===== src/rtl/pcp_pkg.sv =====
`timescale 1ns/1ps
package pcp_pkg;

    typedef enum logic [2:0] {
        ST_IDLE    = 3'd0,
        ST_PK_TAKE = 3'd1,
        ST_PK_GIVE = 3'd2,
        ST_UN_TAKE = 3'd3,
        ST_UN_GIVE = 3'd4
    } pcp_state_e;

    typedef enum logic {
        MODE_PACK   = 1'b0,
        MODE_UNPACK = 1'b1
    } pcp_mode_e;

endpackage


===== src/rtl/pcp_field_extract.sv =====
`timescale 1ns/1ps
// Pulls the two parity fields out of one register word, low field first.
module pcp_field_extract #(
    parameter int WORD_W = 32,
    parameter int VAL_W  = 10,
    parameter int HI_LSB = 16
) (
    input  logic [WORD_W-1:0]  word_i,
    output logic [2*VAL_W-1:0] pair_o
);
    logic unused_word_bits;

    assign pair_o           = {word_i[HI_LSB +: VAL_W], word_i[0 +: VAL_W]};
    assign unused_word_bits = ^word_i;

endmodule


===== src/rtl/pcp_lane_mux.sv =====
`timescale 1ns/1ps
// Selects one fixed-width lane out of a flat bus; out-of-range selects give zero.
module pcp_lane_mux #(
    parameter int LANE_W = 8,
    parameter int NLANES = 10,
    parameter int SEL_W  = 4
) (
    input  logic [LANE_W*NLANES-1:0] bus_i,
    input  logic [SEL_W-1:0]         sel_i,
    output logic [LANE_W-1:0]        lane_o
);
    logic [LANE_W-1:0] lanes [NLANES];

    for (genvar g = 0; g < NLANES; g++) begin : g_lane
        assign lanes[g] = bus_i[g*LANE_W +: LANE_W];
    end

    always_comb begin
        lane_o = '0;
        for (int i = 0; i < NLANES; i++) begin
            if (sel_i == SEL_W'(i)) lane_o = lanes[i];
        end
    end

endmodule


===== src/rtl/pcp_buffer.sv =====
`timescale 1ns/1ps
// Shared code buffer: written in value-pair slots (pack) or in bytes (unpack).
module pcp_buffer #(
    parameter int TOTAL_W = 80,
    parameter int SLOT_W  = 20,
    parameter int BYTE_W  = 8,
    parameter int NSLOT   = 4,
    parameter int NBYTE   = 10,
    parameter int SI_W    = 2,
    parameter int BI_W    = 4
) (
    input  logic               clk,
    input  logic               rst_n,
    input  logic               slot_we,
    input  logic [SI_W-1:0]    slot_idx,
    input  logic [SLOT_W-1:0]  slot_data,
    input  logic               byte_we,
    input  logic [BI_W-1:0]    byte_idx,
    input  logic [BYTE_W-1:0]  byte_data,
    output logic [TOTAL_W-1:0] bits_o
);
    logic [TOTAL_W-1:0] bits_q;

    always_ff @(posedge clk or negedge rst_n) begin
        if (!rst_n) begin
            bits_q <= '0;
        end else begin
            for (int s = 0; s < NSLOT; s++) begin
                if (slot_we && slot_idx == SI_W'(s)) bits_q[s*SLOT_W +: SLOT_W] <= slot_data;
            end
            for (int b = 0; b < NBYTE; b++) begin
                if (byte_we && byte_idx == BI_W'(b)) bits_q[b*BYTE_W +: BYTE_W] <= byte_data;
            end
        end
    end

    assign bits_o = bits_q;

    // Only one mode fills the buffer at a time.
    assert_one_writer_R5: assert property (@(posedge clk) disable iff (!rst_n)
        !(slot_we && byte_we))
        else $error("slot and byte writes in the same cycle");

endmodule


===== src/rtl/parity_code_packer.sv =====
`timescale 1ns/1ps
module parity_code_packer
    import pcp_pkg::*;
#(
    parameter int VAL_W  = 10,
    parameter int NVAL   = 8,
    parameter int WORD_W = 32,
    parameter int HI_LSB = 16,
    parameter int BYTE_W = 8
) (
    input  logic              clk,
    input  logic              rst_n,
    input  logic              start,
    input  logic              mode,
    output logic              busy,
    output logic              done,
    input  logic              word_valid,
    output logic              word_ready,
    input  logic [WORD_W-1:0] word_data,
    output logic              byte_valid,
    input  logic              byte_ready,
    output logic [BYTE_W-1:0] byte_data,
    input  logic              code_valid,
    output logic              code_ready,
    input  logic [BYTE_W-1:0] code_data,
    output logic              val_valid,
    input  logic              val_ready,
    output logic [VAL_W-1:0]  val_data
);
    localparam int TOTAL_W = VAL_W * NVAL;
    localparam int NBYTES  = TOTAL_W / BYTE_W;
    localparam int NWORDS  = NVAL / 2;
    localparam int SLOT_W  = 2 * VAL_W;
    localparam int NPASS   = 2;
    localparam int BPP     = NBYTES / NPASS;
    localparam int WI_W    = $clog2(NWORDS);
    localparam int BI_W    = $clog2(NBYTES);
    localparam int VI_W    = $clog2(NVAL);
    localparam int PB_W    = $clog2(BPP);

    pcp_state_e        state_q, state_d;
    logic [WI_W-1:0]   widx_q;
    logic [BI_W-1:0]   bidx_q;
    logic [PB_W-1:0]   pb_q;
    logic [VI_W-1:0]   vidx_q;
    logic              done_q;

    logic              w_hs, b_hs, c_hs, v_hs;
    logic              pass_end, last_byte, last_hs;
    logic [SLOT_W-1:0] pair;
    logic [TOTAL_W-1:0] code_bits;

    assign w_hs      = word_valid && word_ready;
    assign b_hs      = byte_valid && byte_ready;
    assign c_hs      = code_valid && code_ready;
    assign v_hs      = val_valid && val_ready;
    assign pass_end  = (pb_q == PB_W'(BPP - 1));
    assign last_byte = (bidx_q == BI_W'(NBYTES - 1));
    assign last_hs   = (state_q == ST_PK_GIVE && b_hs && last_byte)
                     || (state_q == ST_UN_GIVE && v_hs && vidx_q == '0);

    // State register
    always_ff @(posedge clk or negedge rst_n) begin
        if (!rst_n) state_q <= ST_IDLE;
        else        state_q <= state_d;
    end

    // Transitions
    always_comb begin
        state_d = state_q;
        unique case (state_q)
            ST_IDLE: begin
                if (start) state_d = (pcp_mode_e'(mode) == MODE_UNPACK) ? ST_UN_TAKE : ST_PK_TAKE;
            end
            ST_PK_TAKE: begin
                // two words per pass: odd word index closes the pass
                if (w_hs && widx_q[0]) state_d = ST_PK_GIVE;
            end
            ST_PK_GIVE: begin
                if (b_hs && pass_end) state_d = last_byte ? ST_IDLE : ST_PK_TAKE;
            end
            ST_UN_TAKE: begin
                if (c_hs && last_byte) state_d = ST_UN_GIVE;
            end
            ST_UN_GIVE: begin
                if (v_hs && vidx_q == '0) state_d = ST_IDLE;
            end
            default: state_d = ST_IDLE;
        endcase
    end

    // Indices and completion pulse
    always_ff @(posedge clk or negedge rst_n) begin
        if (!rst_n) begin
            widx_q <= '0;
            bidx_q <= '0;
            pb_q   <= '0;
            vidx_q <= '0;
            done_q <= 1'b0;
        end else begin
            done_q <= last_hs;
            unique case (state_q)
                ST_IDLE: begin
                    if (start) begin
                        widx_q <= '0;
                        bidx_q <= '0;
                        pb_q   <= '0;
                        vidx_q <= VI_W'(NVAL - 1);
                    end
                end
                ST_PK_TAKE: if (w_hs) widx_q <= widx_q + 1'b1;
                ST_PK_GIVE: begin
                    if (b_hs) begin
                        bidx_q <= bidx_q + 1'b1;
                        pb_q   <= pass_end ? '0 : pb_q + 1'b1;
                    end
                end
                ST_UN_TAKE: if (c_hs) bidx_q <= bidx_q + 1'b1;
                ST_UN_GIVE: if (v_hs) vidx_q <= vidx_q - 1'b1;
                default: ;
            endcase
        end
    end

    // Outputs
    always_comb begin
        busy       = (state_q != ST_IDLE);
        done       = done_q;
        word_ready = (state_q == ST_PK_TAKE);
        byte_valid = (state_q == ST_PK_GIVE);
        code_ready = (state_q == ST_UN_TAKE);
        val_valid  = (state_q == ST_UN_GIVE);
    end

    pcp_field_extract #(
        .WORD_W (WORD_W),
        .VAL_W  (VAL_W),
        .HI_LSB (HI_LSB)
    ) u_fields (
        .word_i (word_data),
        .pair_o (pair)
    );

    pcp_buffer #(
        .TOTAL_W (TOTAL_W),
        .SLOT_W  (SLOT_W),
        .BYTE_W  (BYTE_W),
        .NSLOT   (NWORDS),
        .NBYTE   (NBYTES),
        .SI_W    (WI_W),
        .BI_W    (BI_W)
    ) u_buf (
        .clk       (clk),
        .rst_n     (rst_n),
        .slot_we   (w_hs),
        .slot_idx  (widx_q),
        .slot_data (pair),
        .byte_we   (c_hs),
        .byte_idx  (bidx_q),
        .byte_data (code_data),
        .bits_o    (code_bits)
    );

    pcp_lane_mux #(
        .LANE_W (BYTE_W),
        .NLANES (NBYTES),
        .SEL_W  (BI_W)
    ) u_byte_mux (
        .bus_i  (code_bits),
        .sel_i  (bidx_q),
        .lane_o (byte_data)
    );

    pcp_lane_mux #(
        .LANE_W (VAL_W),
        .NLANES (NVAL),
        .SEL_W  (VI_W)
    ) u_val_mux (
        .bus_i  (code_bits),
        .sel_i  (vidx_q),
        .lane_o (val_data)
    );

    assert_hold_byte_R8: assert property (@(posedge clk) disable iff (!rst_n)
        (byte_valid && !byte_ready) |=> (byte_valid && $stable(byte_data)))
        else $error("byte dropped or changed under backpressure");

    assert_hold_val_R8: assert property (@(posedge clk) disable iff (!rst_n)
        (val_valid && !val_ready) |=> (val_valid && $stable(val_data)))
        else $error("value dropped or changed under backpressure");

    assert_one_side_R5: assert property (@(posedge clk) disable iff (!rst_n)
        $onehot0({word_ready, byte_valid, code_ready, val_valid}))
        else $error("more than one stream active");

    assert_refill_R5: assert property (@(posedge clk) disable iff (!rst_n)
        ($fell(byte_valid) && busy) |-> word_ready)
        else $error("pass end did not return to word intake");

    assert_done_pulse_R9: assert property (@(posedge clk) disable iff (!rst_n)
        done |=> !done)
        else $error("done longer than one cycle");

    assert_done_idle_R9: assert property (@(posedge clk) disable iff (!rst_n)
        done |-> (!busy && $past(busy)))
        else $error("done without a finishing operation");

endmodule


===== config.mk =====
export PLATFORM = sky130hd
export DESIGN_NAME = parity_code_packer
export DESIGN_NICKNAME = d
export VERILOG_FILES = /design/src/rtl/pcp_pkg.sv /design/src/rtl/pcp_field_extract.sv /design/src/rtl/pcp_lane_mux.sv /design/src/rtl/pcp_buffer.sv /design/src/rtl/parity_code_packer.sv
export SDC_FILE = /design/constraint.sdc
export NUM_CORES = 1
export LEC_CHECK = 0
export BUFFER_PORTS_ARGS = -buffer_cell sky130_fd_sc_hd__buf_4
export CAP_MARGIN = 20
export CORE_MARGIN = 2
export CORE_UTILIZATION = 25
export DETAILED_ROUTE_END_ITERATION = 10
export PLACE_DENSITY_LB_ADDON = 0.15
export SYNTH_ARGS = -nofsm -noshare
export SYNTH_HDL_FRONTEND = slang
export SYNTH_HIERARCHICAL = 1
export SYNTH_SLANG_ARGS = --single-unit

===== constraint.sdc =====
create_clock -name clk -period 2.77 [get_ports clk]
set_clock_uncertainty 0.1 [all_clocks]
set_input_delay 0.277 -clock clk [delete_from_list [all_inputs] [get_ports clk]]
set_output_delay 0.277 -clock clk [all_outputs]
set_load 0.03 [all_outputs]

==> results.cfg, run 1 <==
[run_status]
outcome = finished clean

[clock_network]
tritoncts = yes
h-tree-depth = 3
root_buffer = clkbuf_16
numCtsBuffers = 9
clkSlewWorstSetupHoldPaths_ns = 0.07
clockBufferDepth = 2
clock_sinks = 96
clk_latency_ns = 0.35

[floorplanning]
fp.dieW_um = 167
row_count = 59
pin_count = 72
core_area_um2 = 26100
die_y_um = 167
start_util_pct = 25.5
fp.dieArea_um2 = 27900

[sta]
worst_pin_slew_ns = 0.785
fin_setup_tns_ns = 0
maxSlewHeadroom_pct = 47.4
slew_viol_final = 0
finalCritPeriodShare_pct = 95.3
rsz0062_at_grt = no
clock.fmax_mhz = 379
setup_viol_count_final = 0
hold_violations = 0
finalCriticalPeriod_ns = 2.64

[logic_synthesis]
syn_area_um2 = 6650
netlist.area_leader.share_pct = 36.1
synth_ff_type = dfrtp_1
yosys.area.top_type = dfrtp_1
synth_cell_types = 51
synth-edff-count = 0
synth.yosys.seq_area_share_pct = 36.1
synth_area_per_cell_um2 = 11.5
yosys_warnings = 6
async_reset_ff_share_pct = 100
syn_nets = 631
ys_seq_elements = 96
synthTopCellsByArea = dfrtp_1 36%, mux2_2 28%, mux4_1 3.2%
synth_cells = 577

[power_and_ir_drop]
max-vdd-ir-drop_mv = 0.546
switching_power_mw = 3.91
p_int_mw = 5.32
leakagePower_nw = 3.39
p_comb_share_pct = 57.1
netSwitchingFraction_pct = 42.4
power_frac_seq_pct = 30.1
p_per_area_nw_per_um2 = 1200
p_clk_share_pct = 12.8

[worst_hold_path]
hold_class = in2reg

[critical_path]
cpMostUsedCell = buf_4
cpPeakStageDelay_ns = 0.59
critical_path_class = reg2out
critPathArrivalTime_ns = 2.26
timing.critical_path.fanout_max = 13
crit_path_top_delay_cell = dfrtp_4
critPathRequiredTime_ns = 2.39
regToRegSetupSlack_ns = 0.31
worstPathCellList = buf_4 > nor2b_2 > buf_4 > a22oi_1 > o221ai_1 > buf_4
crit_path_end_kind = output pin
worst_setup_path_start_kind = register

[global_route]
met1_usage_pct = 21.7
overflow = 0
grt.busiest_layer = met2
grt_util_met3_pct = 2.40
antenna_found_initial = 0
grtUsageTotal_pct = 15.8
grt_max_degree = 41
grt_use_met2_pct = 25.4
grt_pass1_wl_um = 32900
grt_pass1_vias = 5083

[routing]
firstDrtPassIters = 5
avgRoutedWirePerCell_um = 22.7
vias = 4856
finalWirelength_um = 21600
drt_iter0_markers = 253
postRouteAntennaNets = 0
viasPerCell = 5.11
drc = 0

[placement]
gp_congestion = 0.822
port_buffers = 59
dp.cells = 935
dp_hpwl_um = 15600

[run]
maxCapViolations = 0

[layout]
final_cells = 951
final_cell_mix = 165 x mux2_2, 95 x dfrtp_1, 84 x buf_4
final_nets = 667
layout.cells.most_common = mux2_2
syn_to_final_growth_pct = 16.2
drive_gt1_share_pct = 46.8
antenna_cells = 0
==> through the flow <==
stage	utilization (%)	cell area, µm²	hold WS (ns)	power, mW	worst slack (ns)
6_report	29.6	7730	0.0959	9.24	0.130
5_1_grt	29.6	7730	0.118	9.84	0.0926
4_1_cts	29.6	7710	0.0854	9.30	0.0695
3_5_place_dp	28.5	7430	0.240	8.08	0.304
3_3_place_gp	28.5	7430	0.228	7.95	0.378
2_1_floorplan	-	6650	-0.119	6.32	0.101
==> cells in the mapped netlist (2+ instances only) <==
master and n:
mux2i_1 19, mux2_1 9, buf_4 25, mux4_1 8, or3_1 5, a32o_1 2, a21oi_1 13, nand3b_1 5
o221ai_1 10, a32oi_1 5, a31o_2 3, nand4b_1 3, buf_2 9, mux2_4 3, o22ai_1 6, nor2_1 9
o21ai_0 28, a22o_1 6, dfrtp_1 96, nor2b_1 5, a21o_1 3, inv_1 13, mux4_2 7, nor3b_1 10
a22oi_1 8, nand2b_1 10, nand3_1 9, and2b_1 4, o221ai_2 2, nor3_1 2, clkbuf_1 16, buf_1 11
ha_1 6, mux2_2 165, nand2_1 22, buf_6 3, and2_1 2, nand4_1 2
==> final cells by class <==
cell class,instances,area [µm²]
fillers,2660,18300
multi-input cells,402,3830
flip-flops and latches,96,2410
repair buffers,91,761
well taps,335,419
clock buffers,11,243
inverters,13,48.8
clock inverters,3,20.0
==> final timing paths <==
| kind | from | endpoint | cells after the start |
|---|---|---|---|
| min in group asynchronous | rst_n | bidx_q[0] | 2 |
| worst min-delay path | byte_ready | done | 2 |
| worst min register to register | pb_q[1] | pb_q[1] | 2 |
| max in group asynchronous | rst_n | u_buf/bits_o[33] | 3 |
| worst max register to register | state_q[2] | u_buf/bits_o[32] | 5 |
| worst max-delay path | bidx_q[0] | byte_data[3] | 6 |
==> per-layer routing <==
metal	wire length, µm	part of all wire (%)
met3	875	4.1
met4	469	2.2
met2	10200	47
met5	0	0
met1	10000	47
==> cells by family (layout without fill, tap and decap cells) <==
logic type,count (synthesis),after routing,share of synthesized area [%]
flip-flops,96,96,36.1
AND/OR/NAND/NOR,93,93,8.13
multiplexers,211,211,38.5
AO/OA/AOI/OAI,91,91,9.37
XOR/XNOR,1,1,0.132
adder cells (fa/ha/maj),6,6,1.13
buffers and inverters,79,118,6.57
==> critical path: cells and delay by family, from the launching register on <==
kind	cells	cell delay, ns
buffers and inverters	3	0.65
flip-flops	1	0.59
AO/OA/AOI/OAI	2	0.40
AND/OR/NAND/NOR	1	0.25
==> registers in the layout, indices dropped and copies added (netlist names) <==
| signal | cells |
|---|---|
| bidx_q | 4 |
| done | 1 |
| pb_q | 3 |
| state_q | 3 |
| u_buf/bits_o | 80 |
| vidx_q | 3 |
| widx_q | 2 |
==> timing repair <==
item                                    CTS  global route
hold endpoints to repair                 38             0
gates resized for setup                   2             1
gates cloned                              0             0
buffers inserted                          0             1
hold buffers                              1             0
endpoints found under the setup margin    4             2
==> power groups by stage <==
| stage | clock network, mW | registers (mW) | logic, mW |
|---|---|---|---|
| floorplan | 0 | 2.42 | 3.90 |
| global placement | 0 | 2.79 | 5.16 |
| detailed placement | 0 | 2.83 | 5.25 |
| CTS | 1.22 | 2.80 | 5.27 |
| global route | 1.30 | 2.88 | 5.66 |
| finish | 1.18 | 2.78 | 5.27 |
No activity file was read; power rests on OpenSTA's default activity.
==> run 2: changes to the inputs <==
--- a/config.mk
+++ b/config.mk
@@ -7,6 +7,8 @@
 export LEC_CHECK = 0
 export BUFFER_PORTS_ARGS = -buffer_cell sky130_fd_sc_hd__buf_4
 export CAP_MARGIN = 20
+export CELL_PAD_IN_SITES_DETAIL_PLACEMENT = 0
+export CELL_PAD_IN_SITES_GLOBAL_PLACEMENT = 2
 export CORE_MARGIN = 2
 export CORE_UTILIZATION = 25
 export DETAILED_ROUTE_END_ITERATION = 10
==> results.cfg, run 2 (synthesis results as in run 1) <==
[clock_network]
clockBufferDepth = 2
clock_sinks = 96
clk_latency_ns = 0.36
tritoncts = yes
cts_setup_buffers = 0
clkSlewWorstSetupHoldPaths_ns = 0.07
root_buffer = clkbuf_16
h-tree-depth = 3
numCtsBuffers = 9

[floorplanning]
fp.dieW_um = 167
start_util_pct = 25.5
fp.dieArea_um2 = 27900
die_y_um = 167
core_area_um2 = 26100
pin_count = 72
row_count = 59

[layout]
multi_input_area_um2 = 3820
ff_latch_area_um2 = 2410
n_fill_cell = 2687
layout.cells.most_common = mux2_2
drive_gt1_share_pct = 47.4
final_cell_mix = 165 x mux2_2, 94 x dfrtp_1, 91 x buf_4
antenna_cells = 0
final_nets = 672
syn_to_final_growth_pct = 16.9
largest_reg_flops = 80
fin_area_um2 = 7770

[sta]
finalCritPeriodShare_pct = 95.6
setup_viol_count_final = 0
hold_violations = 0
finalCriticalPeriod_ns = 2.65
clock.fmax_mhz = 378
worst_pin_slew_ns = 0.802
maxSlewHeadroom_pct = 46.4
fin_setup_tns_ns = 0
slew_viol_final = 0
rsz0062_at_grt = no

[routing]
avgRoutedWirePerCell_um = 23.9
vias = 4915
finalWirelength_um = 22900
firstDrtPassIters = 6
postRouteAntennaNets = 0
drc = 0
drt_iter0_markers = 350
viasPerCell = 5.13

[global_route]
grt_pass1_wl_um = 34400
grt_max_degree = 42
grtUsageTotal_pct = 16.6
antenna_found_initial = 0
overflow = 0
grt_pass1_vias = 5225

[critical_path]
crit_path_end_kind = output pin
critPathArrivalTime_ns = 2.27
critPathRequiredTime_ns = 2.39
timing.critical_path.fanout_max = 18
worst_setup_path_start_kind = register
worstPathCellList = mux4_1 > o221ai_1 > o221ai_1 > buf_4
crit_path_top_delay_cell = dfrtp_4
critical_path_class = reg2out
cpPeakStageDelay_ns = 0.63
cpMostUsedCell = o221ai_1

[power_and_ir_drop]
p_per_area_nw_per_um2 = 1220
leakagePower_nw = 3.43
max-vdd-ir-drop_mv = 0.389
power.total_mw = 9.45

[run]
maxCapViolations = 0

[placement]
gp_congestion = 0.786
port_buffers = 59
place_area_um2 = 7450
dp_hpwl_um = 16000

[run_status]
outcome = finished clean

[worst_hold_path]
hold_class = in2reg
## run 2: area by class of cell
type,instances,share of cell area (%)
Multi-Input combinational cell,402,49.2
Sequential cell,96,31.0
Timing Repair Buffer,96,9.95
Tap cell,335,5.39
Clock buffer,13,3.35
Inverter,13,0.628
Clock inverter,3,0.515
## run 2: through the flow
stage | setup WS, ns | hold WS (ns) | utilization (%) | instances
after floorplan | 0.101 | -0.119 | - | 577
after global placement | 0.333 | 0.226 | 28.6 | 941
after detailed placement | 0.300 | 0.235 | 28.6 | 941
after CTS | 0.0865 | 0.0783 | 29.8 | 958
after global routing | 0.0432 | 0.0757 | 29.8 | 958
final | 0.121 | 0.0888 | 29.8 | 958
## run 2: where the power goes
group          total (mW)  switching, mW  internal, mW  leakage, nW
Combinational        5.26           2.59          2.67         2.09
Sequential           2.87          0.828          2.04         1.19
Clock                1.32          0.572         0.749        0.150
Total                9.45           3.99          5.46         3.43
## run 2: worst paths after layout
path	slack [ns]	start	end	cells past startpoint
setup / recovery	0.12	bidx_q[0]	byte_data[0]	4
hold / removal	0.09	code_valid	state_q[2]	3
setup reg to reg	0.28	bidx_q[2]	u_buf/bits_o[73]	4
hold reg to reg	0.43	pb_q[1]	pb_q[1]	2
max in group asynchronous	1.46	rst_n	u_buf/bits_o[12]	3
min in group asynchronous	0.35	rst_n	u_buf/bits_o[11]	2
## run 2: critical path, delay by kind of cell (launching register included)
kind	cells	cell delay, ns
AOI/OAI and AO/OA	2	0.42
buffers and inverters	1	0.24
muxes	1	0.63
DFF	1	0.63
## run 2: repair_timing
item	in CTS	in global routing
hold buffers	1	0
resized for setup	2	1
endpoints found under the hold margin	39	0
endpoints found under the setup margin	1	1
## run 2: routing by layer
layer / vias to the layer above / GRT usage, % / share of wire [%]
met1: 2530 / 22.8 / 47
met2: 134 / 26.9 / 47
met4: 0 / 3.60 / 1.3
met3: 21 / 3.52 / 4.9
met5: - / 0 / 0
li1: 2230 / - / -
==> run 3: changes to the inputs <==
--- a/config.mk
+++ b/config.mk
@@ -5,6 +5,7 @@
 export SDC_FILE = /design/constraint.sdc
 export NUM_CORES = 1
 export LEC_CHECK = 0
+export ABC_AREA = 1
 export BUFFER_PORTS_ARGS = -buffer_cell sky130_fd_sc_hd__buf_4
 export CAP_MARGIN = 20
 export CELL_PAD_IN_SITES_DETAIL_PLACEMENT = 0
==> results.cfg, run 3 <==
[run_status]
outcome = finished clean

[floorplanning]
fp.dieW_um = 176
pin_count = 72
row_count = 63
core_area_um2 = 29400
start_util_pct = 25.2
fp.dieArea_um2 = 31000
die_y_um = 176

[routing]
routed-wl-met2_um = 15300
highest_layer = met4
drc = 0
route.met3.wl_um = 1740
firstDrtPassIters = 5
finalWirelength_um = 34300
vias = 7986
avgRoutedWirePerCell_um = 22.0
postRouteAntennaNets = 0
viasPerCell = 5.12
drt_iter0_markers = 721
wl_met1_um = 16200

[sta]
clock.fmax_mhz = 379
maxSlewHeadroom_pct = 51.0
fin_setup_tns_ns = 0
setup_viol_count_final = 0
finalCritPeriodShare_pct = 95.3
slew_viol_final = 0
rsz0062_at_grt = no
hold_slack_ns = 0.144
worst_pin_slew_ns = 0.732
finalCriticalPeriod_ns = 2.64
hold_violations = 0

[critical_path]
critical_path_class = reg2out
timing.critical_path.fanout_max = 11
rr_worst_depth = 11
worst_setup_path_start_kind = register
reg2reg_to = u_buf/bits_o[55]
timing.rr.start = state_q[2]
critPathRequiredTime_ns = 2.39
cp-startpoint = bidx_q[3]
crit_path_end_kind = output pin
critPathArrivalTime_ns = 2.26
regToRegSetupSlack_ns = 0.41

[logic_synthesis]
synthTopCellsByArea = dfrtp_1 32%, nand2_1 20%, nand4_1 13%
synth-edff-count = 0
synth_cell_types = 37
async_reset_ff_share_pct = 100
syn_nets = 1193
synth_area_per_cell_um2 = 6.50
yosys.area.top_type = dfrtp_1
synth_ff_type = dfrtp_1
yosys_warnings = 6
synth.yosys.seq_area_share_pct = 32.4
netlist.area_leader.share_pct = 32.4
syn_area_um2 = 7400
ys_seq_elements = 96
synth.most_common_cell = nand2_1
synth_cells = 1139
synth_top_cells_by_count = 388 x nand2_1, 172 x nand3_1, 152 x nand4_1

[power_and_ir_drop]
p_per_area_nw_per_um2 = 987
switching_power_mw = 4.40
leakagePower_nw = 4.11
p_comb_share_pct = 52.5
netSwitchingFraction_pct = 52.1
max-vdd-ir-drop_mv = 0.542
p_int_mw = 4.05
p_clk_share_pct = 15.1
power.total_mw = 8.45
power_frac_seq_pct = 32.4

[clock_network]
numCtsBuffers = 9
clock_sinks = 96
tritoncts = yes
cts_setup_buffers = 0
h-tree-depth = 3
clk_latency_ns = 0.36
clockBufferDepth = 2
root_buffer = clkbuf_16
clkSlewWorstSetupHoldPaths_ns = 0.06

[placement]
gp_congestion = 0.836
place_area_um2 = 8250
port_buffers = 59
dp_hpwl_um = 25700

[layout]
antenna_cells = 0
syn_to_final_growth_pct = 15.6
layout.cells.most_common = nand2_1
drive_gt1_share_pct = 14.4
final_cell_mix = 388 x nand2_1, 172 x nand3_1, 152 x nand4_1
fin_area_um2 = 8560
final_nets = 1220
largest_reg_flops = 80

[global_route]
grtUsageTotal_pct = 22.3
overflow = 0
grt_max_degree = 85
grt_pass1_wl_um = 50600
grt_pass1_vias = 7608
antenna_found_initial = 0

[worst_hold_path]
hold_depth = 3
min_from = code_valid
hold_class = in2reg
hold_end = state_q[2]

[run]
maxCapViolations = 0
## run 3: cell types whose count changed after synthesis, moves of 10 or more
| cell | before | now |
|---|---|---|
| nor2_1 | 9 | 61 |
| o221ai_1 | 10 | 0 |
| nand3_1 | 9 | 172 |
| inv_1 | 13 | 64 |
| nand4_1 | 2 | 152 |
| mux2i_1 | 19 | 0 |
| nand2b_1 | 10 | 0 |
| inv_2 | 0 | 14 |
| clkbuf_1 | 16 | 44 |
| mux2_2 | 165 | 0 |
| nand2_1 | 22 | 388 |
| nor3b_1 | 10 | 0 |
## run 3: logic make-up after synthesis
kind of cell    synth area share (%)
fa+ha+maj                       1.01
simple gates                    52.1
buf+inv                         10.7
compound gates                  3.60
flops                           32.4
xor+xnor                       0.118
## run 3: layout make-up
class,instances,area [µm²]
Clock buffer,13,250
Clock inverter,2,38.8
Multi-Input combinational cell,867,4230
Timing Repair Buffer,104,821
Tap cell,390,488
Fill cell,3307,20800
Sequential cell,96,2400
Inverter,88,333
## run 3: critical path: stages (launching register included)
cell,delay (ns)
dfrtp_1,0.55
nor2_1,0.09
buf_4,0.18
buf_4,0.18
nand3_1,0.08
nand2_1,0.05
nor2_1,0.18
nand4_1,0.19
nand2_1,0.10
nand4_1,0.10
buf_4,0.19
## run 3: worst max path at each step
stage / end / slack, ns / cells past startpoint
5_1_grt: byte_data[6] / 0.01 / 9
2_1_floorplan: u_buf/bits_o[24] / 0.75 / 9
3_5_place_dp: byte_data[2] / 0.42 / 6
6_report: byte_data[1] / 0.13 / 10
3_3_place_gp: byte_data[3] / 0.41 / 7
4_1_cts: byte_data[2] / 0.03 / 6
## run 3: routing by layer
| metal | vias up | track usage, % |
|---|---|---|
| met4 | 0 | 8.57 |
| met5 | - | 0 |
| met1 | 3833 | 31.9 |
| met2 | 230 | 34.3 |
| li1 | 3881 | - |
| met3 | 42 | 2.58 |
## run 3: power by group through the flow
stage	clock (mW)	combinational [mW]	sequential [mW]
CTS	1.32	4.43	2.72
global placement	0	4.41	2.75
detailed placement	0	4.42	2.75
finish	1.28	4.44	2.74
global route	1.37	4.87	2.81
floorplan	0	2.94	2.35
## run 3: repair_timing
item,4_1_cts,5_1_grt
hold buffers,1,0
endpoints found under the hold margin,32,0
endpoints found under the setup margin,0,8
resized for setup,0,4
## run 3: through the flow
step	utilization, %	std cells	setup WS [ns]
finish	29.1	1560	0.130
global route	29.1	1560	0.0103
CTS	29.1	1560	0.0298
detailed placement	28.1	1544	0.423
global placement	28.1	1544	0.407
floorplan	-	1139	0.753
